<file path="src/rtl/adp_pkg.sv">
package adp_pkg;
  localparam int NPHASE = 4;
  localparam int PH_W   = $clog2(NPHASE);

  typedef logic [1:0] rail_t;

  localparam rail_t RAIL_NEUTRAL = 2'b00;
  localparam rail_t RAIL_ZERO    = 2'b01;
  localparam rail_t RAIL_ONE     = 2'b10;
  localparam rail_t RAIL_BAD     = 2'b11;

  function automatic rail_t rail_swap(input rail_t r);
    return {r[0], r[1]};
  endfunction

  function automatic logic rail_valid(input rail_t r);
    return (r == RAIL_ZERO) || (r == RAIL_ONE);
  endfunction
endpackage

</file>
<file path="src/rtl/adp_phase_gen.sv">
module adp_phase_gen
  import adp_pkg::*;
(
  input  logic            clk,
  input  logic            rst,
  input  logic            tick,
  output logic [PH_W-1:0] idx,
  output logic [NPHASE-1:0] hi
);
  always_ff @(posedge clk) begin
    if (rst) begin
      idx <= '0;
      hi  <= '0;
    end else if (tick) begin
      hi  <= NPHASE'(1) << idx;
      idx <= idx + PH_W'(1);
    end
  end
endmodule

</file>
<file path="src/rtl/adp_stage.sv">
module adp_stage
  import adp_pkg::*;
#(
  parameter logic [PH_W-1:0] PHASE = '0
) (
  input  logic            clk,
  input  logic            rst,
  input  logic            tick,
  input  logic [PH_W-1:0] idx,
  input  rail_t           d,
  output rail_t           q
);
  localparam logic [PH_W-1:0] FALL_PH = PHASE + PH_W'(1);

  always_ff @(posedge clk) begin
    if (rst) begin
      q <= RAIL_NEUTRAL;
    end else if (tick) begin
      if (idx == PHASE) begin
        q <= rail_valid(d) ? d : RAIL_NEUTRAL;
      end else if (idx == FALL_PH) begin
        q <= RAIL_NEUTRAL;
      end
    end
  end
endmodule

</file>
<file path="src/rtl/adp_err_mon.sv">
module adp_err_mon
  import adp_pkg::*;
(
  input  logic            clk,
  input  logic            rst,
  input  logic            tick,
  input  logic [PH_W-1:0] idx,
  input  rail_t           din,
  output logic            err
);
  logic bad_code;
  logic off_phase;

  always_comb begin
    bad_code  = (din == RAIL_BAD);
    off_phase = (din != RAIL_NEUTRAL) && (idx != '0);
  end

  always_ff @(posedge clk) begin
    if (rst) begin
      err <= 1'b0;
    end else if (tick && (bad_code || off_phase)) begin
      err <= 1'b1;
    end
  end
endmodule

</file>
<file path="src/rtl/adp_shift_pipe.sv">
module adp_shift_pipe
  import adp_pkg::*;
#(
  parameter int          DEPTH    = 8,
  parameter logic [15:0] INV_MASK = 16'h0025
) (
  input  logic       clk,
  input  logic       rst,
  input  logic       tick,
  input  logic [1:0] din,
  output logic [1:0] dout,
  output logic [3:0] phase_hi,
  output logic       err
);
  logic [PH_W-1:0] idx;
  rail_t           link [DEPTH];
  rail_t           stq  [DEPTH];

  adp_phase_gen u_phase (
    .clk (clk),
    .rst (rst),
    .tick(tick),
    .idx (idx),
    .hi  (phase_hi)
  );

  adp_err_mon u_err (
    .clk (clk),
    .rst (rst),
    .tick(tick),
    .idx (idx),
    .din (din),
    .err (err)
  );

  for (genvar k = 0; k < DEPTH; k++) begin : g_stage
    localparam logic [PH_W-1:0] PH = PH_W'(k % NPHASE);
    rail_t src;

    if (k == 0) begin : g_head
      assign src = din;
    end else begin : g_body
      assign src = stq[k-1];
    end

    if (INV_MASK[k]) begin : g_swap
      assign link[k] = rail_swap(src);
    end else begin : g_pass
      assign link[k] = src;
    end

    adp_stage #(.PHASE(PH)) u_stage (
      .clk (clk),
      .rst (rst),
      .tick(tick),
      .idx (idx),
      .d   (link[k]),
      .q   (stq[k])
    );
  end

  assign dout = stq[DEPTH-1];
endmodule

</file>
<file path="config.mk">
export PLATFORM = sky130hd
export DESIGN_NAME = adp_shift_pipe
export DESIGN_NICKNAME = d
export VERILOG_FILES = /design/src/rtl/adp_pkg.sv /design/src/rtl/adp_phase_gen.sv /design/src/rtl/adp_stage.sv /design/src/rtl/adp_err_mon.sv /design/src/rtl/adp_shift_pipe.sv
export SDC_FILE = /design/constraint.sdc
export NUM_CORES = 1
export LEC_CHECK = 0
export ABC_CLOCK_PERIOD_IN_PS = 4700
export CORE_MARGIN = 8
export CORE_UTILIZATION = 45
export CTS_CLUSTER_DIAMETER = 60
export DETAILED_ROUTE_END_ITERATION = 8
export HOLD_SLACK_MARGIN = 0.03
export PLACE_DENSITY_LB_ADDON = 0.3
export SLEW_MARGIN = 30
export SYNTH_ARGS = -nofsm -noshare
export SYNTH_HDL_FRONTEND = slang
export SYNTH_SLANG_ARGS = --single-unit
</file>
<file path="constraint.sdc">
create_clock -name clk -period 4.7 [get_ports clk]
set_clock_uncertainty 0.2 [all_clocks]
set_input_delay 0.94 -clock clk [delete_from_list [all_inputs] [get_ports clk]]
set_output_delay 0.94 -clock clk [all_outputs]
set_load 0.02 [all_outputs]
</file>
==> reports/results.tsv, run 1 <==
metric	value	unit
outcome	completed	
Ant. Diodes	0	
arrival time of the worst setup path	2.56	ns
Net Sw Frac	26.84	%
initial antenna violation count	0	
Yosys top cell by area	dfxtp_1	
Pins Over Slew Limit	0	
maxcap violations	0	
TNS Setup	0	ns
power per cell area	266.8	mW/mm^2
CTS tree	yes	
Most used DFF post-synth	dfxtp_1	
Die ar.	0.004637	mm^2
Worst setup endpoint	g_stage[7].u_stage.q[1]	
Finish-stage setup viols	0	
Worst Hold Class	reg -> reg	
initial DRC count	2	
total clock sinks	23	
crit-path max FO	13	
Inst Count DP	144	
routed len/inst	13.77	um
ANT nets after route	0	
via count	790	
vias per inst	5.338	
critical path type	in -> reg	
Lkg Pwr	0.4794	nW
data required time of the worst path	4.75	ns
Sequential Power Share	57.5	%
first-pass GRT wire length	3581	um
clk buf depth	2	
worst-margin pin slew	0.6923	ns
total track usage	10.00	%
CTS H-tree lvls	1	
clock group share of total power	25.8	%
CTS hold repair buffers	0	
leading cell types in the layout, fill and taps excluded	23 x dfxtp_1, 14 x mux2i_1, 13 x nand2b_1	
EDFF count, synth	0	
critical-path cell list	clkdlybuf4s50_1, nor2b_1, mux2i_1	
Synth Instances	108	
share of layout cells above drive strength 1	15.38	%
CP top delay family	buffers and inverters	
Vert. Die Dim	68.10	um
fin cells	148	
reg2reg start	u_phase.idx[0]	
yosys warns	0	
Critical Path Start	tick	
clock root buffer	clkbuf_4	
Crit path largest cell delay	0.92	ns
Seq/Total Area, Yosys	37.70	%
remaining routing DRC violations	0	
Fmax achieved	0.3972	GHz
post-CTS setup buffer count	0	
width of the die	68.10	um
HPWL after DPL	1499	um
top cell type's share of synthesized area	37.70	%
ranking of synthesized cells by area	dfxtp_1 38%, mux2i_1 11%, ha_1 7.2%, nand2b_1 6.7%, nand4bb_2 6.7%	
worst skew pair latency	0.31	ns
Pre-Repair DR Iteration Count	4	
Synth Register Bits	23	
max_slew headroom	53.70	%
Avg Cell Area, Syn	11.31	um^2
row cnt	19	
# fillers	258	
CP Buf/Inv Count	1	
Crit path depth	3	
critical-path cell with the highest stage delay	clkdlybuf4s50_1	
post-cts gate resize count	0	
Tmin final	2.518	ns
Core Region	0.002663	mm^2
Critical Path Source Type	input port	
Internal	0.0002603	W
GPL Wtd Cong	0.7123	
final period utilization	53.57	%
syn nets	120	
I/O pin count	12	
Peak VDD IR	0.1682	mV
grt ovf	0	
RSZ-0062 raised after global routing	no	
nets	130	
commonest non-fill, non-tap cell in the layout	dfxtp_1	
switching power	0.00009551	W
Logic pwr share	16.7	%
Fin. Hold Viols	0	
number of global-route vias before repair	788	
clock-pin slew on the worst setup and hold paths	0.13	ns
capture point of the worst reg-to-reg path	g_stage[7].u_stage.q[1]	
final core utilization	50.09	%
Reg2Reg Depth	4	
PortBufs	11	
r2r setup slk	2.89	ns
TritonCTS Buffers	3	
Total Wirelength	2038	um
Post-synth ARST share	0	%
nature of the critical path endpoint	flip-flop	
Layout area overhead	9.221	%
Synth cell types	22	
largest net degree at the start of global routing	35	
Initial Util	45.86	%
Syn Std Cell Area	0.001221	mm^2
[registers in the layout, summed over array words and instances (netlist names)]
name / count
g_stage.u_stage.q: 16
u_phase.idx: 2
u_phase.hi: 4
u_err.err: 1
[power by group through the flow]
stage	Sequential [W]	Clock (W)	Combinational, W
6_report	0.000205	0.0000917	0.0000594
5_1_grt	0.000206	0.000107	0.0000647
4_1_cts	0.000205	0.0000969	0.0000609
3_5_place_dp	0.000209	0	0.0000604
3_3_place_gp	0.000209	0	0.0000602
2_1_floorplan	0.000212	0	0.0000452
[stage by stage]
step                hold WS, ns  power [W]  worst slack [ns]  area (um^2)
CTS                      0.2921  0.0003628             2.156         1339
floorplan                0.2559  0.0002568             2.998         1221
global placement         0.2602  0.0002691             1.832         1311
detailed placement       0.2695  0.0002696             1.831         1311
global route             0.3021  0.0003774             2.104         1334
finish                   0.2846  0.0003558             2.182         1334
[layer usage]
metal	global-route usage [%]	wire length, um
met4	5.371	39
met1	12.03	952
met5	0	0
met3	2.619	66
met2	15.94	980
[cells in the mapped netlist, types with 2 or more instances]
cell and number:
nand2b_1 13, ha_1 7, nand4bb_1 4, dfxtp_1 23, clkbuf_2 2, o21a_1 2, nand3b_4 2, mux2i_1 14
nor2_1 7, nand2b_2 3, inv_1 9, o32ai_1 4, o32ai_2 3, nand4bb_2 5, buf_6 3
[final cells by class]
cell class              count  area [um^2]  area share [%]
clock buffers               3        22.52           1.689
clock inverters             1        5.005          0.3752
inverters                   9        33.78           2.533
multi-input cells          70        668.1           50.09
flip-flops and latches     23        460.4           34.52
well taps                  31        38.79           2.908
repair buffers             11        105.1           7.880
[worst min-delay path by stage]
stage,from,to,slack (ns),depth (start not counted)
floorplan,g_stage[1].u_stage.q[0],g_stage[1].u_stage.q[0],0.26,2
global placement,g_stage[7].u_stage.q[0],g_stage[7].u_stage.q[0],0.26,2
detailed placement,g_stage[7].u_stage.q[0],g_stage[7].u_stage.q[0],0.27,2
CTS,g_stage[7].u_stage.q[0],g_stage[7].u_stage.q[0],0.29,2
global route,g_stage[7].u_stage.q[0],g_stage[7].u_stage.q[0],0.30,2
finish,g_stage[7].u_stage.q[0],g_stage[7].u_stage.q[0],0.28,2
[worst reg2reg max path, cell delays in order (launching register included)]
cell	delay (ns)
dfxtp_1	0.47
inv_1	0.12
ha_1	0.35
nor2b_1	0.37
mux2i_1	0.24
[cells by family after synthesis]
kind of cell,share of synthesized area [%]
muxes,11.48
adders and majority gates,7.172
and+or+nand+nor,25.62
AOI/OAI and AO/OA,9.733
DFF,37.70
buffers and inverters,7.581
xor gates and xnor gates,0.7173
Note: power is estimated with default switching activity, not from simulation.
==> inputs of run 2 (changes only) <==
ABC_CLOCK_PERIOD_IN_PS = 2500   (was 4700)
clock period = 2.5 ns   (was 4.7 ns; I/O delays follow)
==> run 2 against run 1 <==
Setup slack lost 1.7 ns. Cell count grew 2.0%. First-iteration DRC count grew to 6.0 times the previous value. Sequential cell count is the same. Count of clock-buffer cells in the layout grew 1. Sequential power grew 88%. Critical endpoint is now err.
==> reports/results.tsv, run 2 (synthesis results as in run 1) <==
metric	value	unit	change
Largest register FFs	16		unchanged
worst hold start	g_stage[7].u_stage.q[1]		
power per cell area	492.6	mW/mm^2	+85%
clock-pin slew on the worst setup and hold paths	0.12	ns	about the same
CP top delay family	buffers and inverters		
Core Region	0.002663	mm^2	unchanged
total track usage	10.29	%	+0.29 points
nature of the critical path endpoint	output port		
critical path type	reg -> out		
worst-margin pin slew	0.4622	ns	-0.2301 ns
Peak VDD IR	0.3310	mV	+97%
post-cts gate resize count	0		unchanged
Worst Hold Class	reg -> reg		
first-pass GRT wire length	3622	um	+1.1%
Ant. Diodes	0		unchanged
Reg2Reg Depth	4		unchanged
RSZ-0062 raised after global routing	no		
PortBufs	11		unchanged
Pre-Repair DR Iteration Count	3		-1
CTS tree	yes		
TNS Setup	0	ns	unchanged
Pins Over Slew Limit	0		unchanged
I/O pin count	12		unchanged
vias per inst	5.106		-4.3%
grt ovf	0		unchanged
Crit path depth	1		-2
Initial Util	45.86	%	unchanged
r2r setup slk	0.67	ns	-2.22 ns
number of global-route vias before repair	782		-0.76%
clock root buffer	clkbuf_4		
Total Wirelength	2087	um	+2.4%
CTS hold repair buffers	0		unchanged
Tmin final	1.980	ns	
commonest non-fill, non-tap cell in the layout	dfxtp_1		
fin cells	151		+2.0%
reg2reg start	u_phase.idx[0]		
largest net degree at the start of global routing	35		unchanged
data required time of the worst path	1.80	ns	-2.95 ns
nets	133		+2.3%
post-CTS setup buffer count	0		unchanged
arrival time of the worst setup path	1.28	ns	-1.28 ns
Vert. Die Dim	68.10	um	unchanged
capture point of the worst reg-to-reg path	g_stage[3].u_stage.q[0]		
max_slew headroom	69.13	%	+15 points
total clock sinks	23		unchanged
width of the die	68.10	um	unchanged
CTS H-tree lvls	1		unchanged
worst skew pair latency	0.31	ns	about the same
Die ar.	0.004637	mm^2	unchanged
biggest regs	g_stage.u_stage.q: 16 flops, u_phase.hi: 4 flops, u_phase.idx: 2 flops		
Fin. Hold Viols	0		unchanged
remaining routing DRC violations	0		unchanged
final period utilization	79.21	%	
Layout area overhead	11.37	%	
TritonCTS Buffers	3		unchanged
initial antenna violation count	0		unchanged
Fmax achieved	0.5050	GHz	
critical-path cell with the highest stage delay	clkdlybuf4s50_1		
via count	771		-2.4%
HPWL after DPL	1557	um	+3.9%
row cnt	19		unchanged
maxcap violations	0		unchanged
leading cell types in the layout, fill and taps excluded	23 x dfxtp_1, 14 x mux2i_1, 13 x nand2b_1		
# fillers	253		-1.9%
ANT nets after route	0		unchanged
hold path depth	2		unchanged
Lkg Pwr	0.4911	nW	+2.4%
share of layout cells above drive strength 1	15.83	%	+0.45 points
Crit path largest cell delay	0.61	ns	-0.31 ns
Finish-stage setup viols	0		unchanged
Inst Count DP	147		+2.1%
Critical Path Source Type	flip-flop		
routed len/inst	13.82	um	+0.37%
Power Total	0.0006700	W	+88%
GPL Wtd Cong	0.7302		+2.5%
critical-path cell list	clkdlybuf4s50_1		
CP Buf/Inv Count	1		unchanged
Top reg by flops	g_stage.u_stage.q		
clk buf depth	2		unchanged
outcome	completed		
Worst Hold End	g_stage[7].u_stage.q[1]		
initial DRC count	12		+10
crit-path max FO	3		-10
==> run 2: changes by cell type in the layout (fill, tap and decap cells not counted), sizes merged <==
cell,before,now
clkinv,1,0
buf,1,3
clkbuf,3,4
clkdlybuf4s50,10,11
==> run 2: worst max-delay path by stage <==
stage | from | endpoint | slack [ns]
2_1_floorplan | u_phase.idx[0] | g_stage[1].u_stage.q[0] | 0.96
3_3_place_gp | tick | g_stage[5].u_stage.q[0] | 0.60
3_5_place_dp | tick | g_stage[1].u_stage.q[0] | 0.56
4_1_cts | u_err.err | err | 0.50
5_1_grt | u_phase.hi[2] | phase_hi[2] | 0.44
6_report | u_err.err | err | 0.52
==> run 2: worst register-to-register path, stage by stage (launching register included) <==
cell and delay (ns):
dfxtp_1 0.47, inv_1 0.12, ha_1 0.34, nor2b_1 0.39, mux2i_1 0.24
==> run 2: routing by layer <==
metal | GRT usage (%) | up-vias | wire, um
met2 | 15.24 | 6 | 989
met3 | 3.437 | 2 | 63
li1 | - | 398 | -
met4 | 5.882 | 0 | 16
met5 | 0 | - | 0
met1 | 12.77 | 365 | 1016
==> run 2: layout make-up <==
type,instances,area (um^2),share of cell area (%)
Multi-Input combinational cell,70,668.1,49.13
Sequential cell,23,460.4,33.85
Timing Repair Buffer,14,132.6,9.752
Tap cell,31,38.79,2.852
Inverter,9,33.78,2.484
Clock buffer,4,26.28,1.932
==> run 2: through the flow <==
| step | hold slack, ns | util (%) | setup WS (ns) | instance area [um^2] |
|---|---|---|---|---|
| after floorplan | 0.2559 | - | 0.9613 | 1221 |
| after global placement | 0.2648 | 50.09 | 0.5952 | 1334 |
| after detailed placement | 0.2681 | 50.09 | 0.5588 | 1334 |
| after CTS | 0.2934 | 51.08 | 0.4985 | 1360 |
| after global routing | 0.3125 | 51.08 | 0.4387 | 1360 |
| final | 0.2916 | 51.08 | 0.5197 | 1360 |
==> run 2: report_power, final <==
part / total [W] / internal (W) / switching [W]
Clock: 0.000168 / 0.0000622 / 0.000106
Combinational: 0.000117 / 0.0000570 / 0.0000599
Sequential: 0.000385 / 0.000376 / 0.00000900
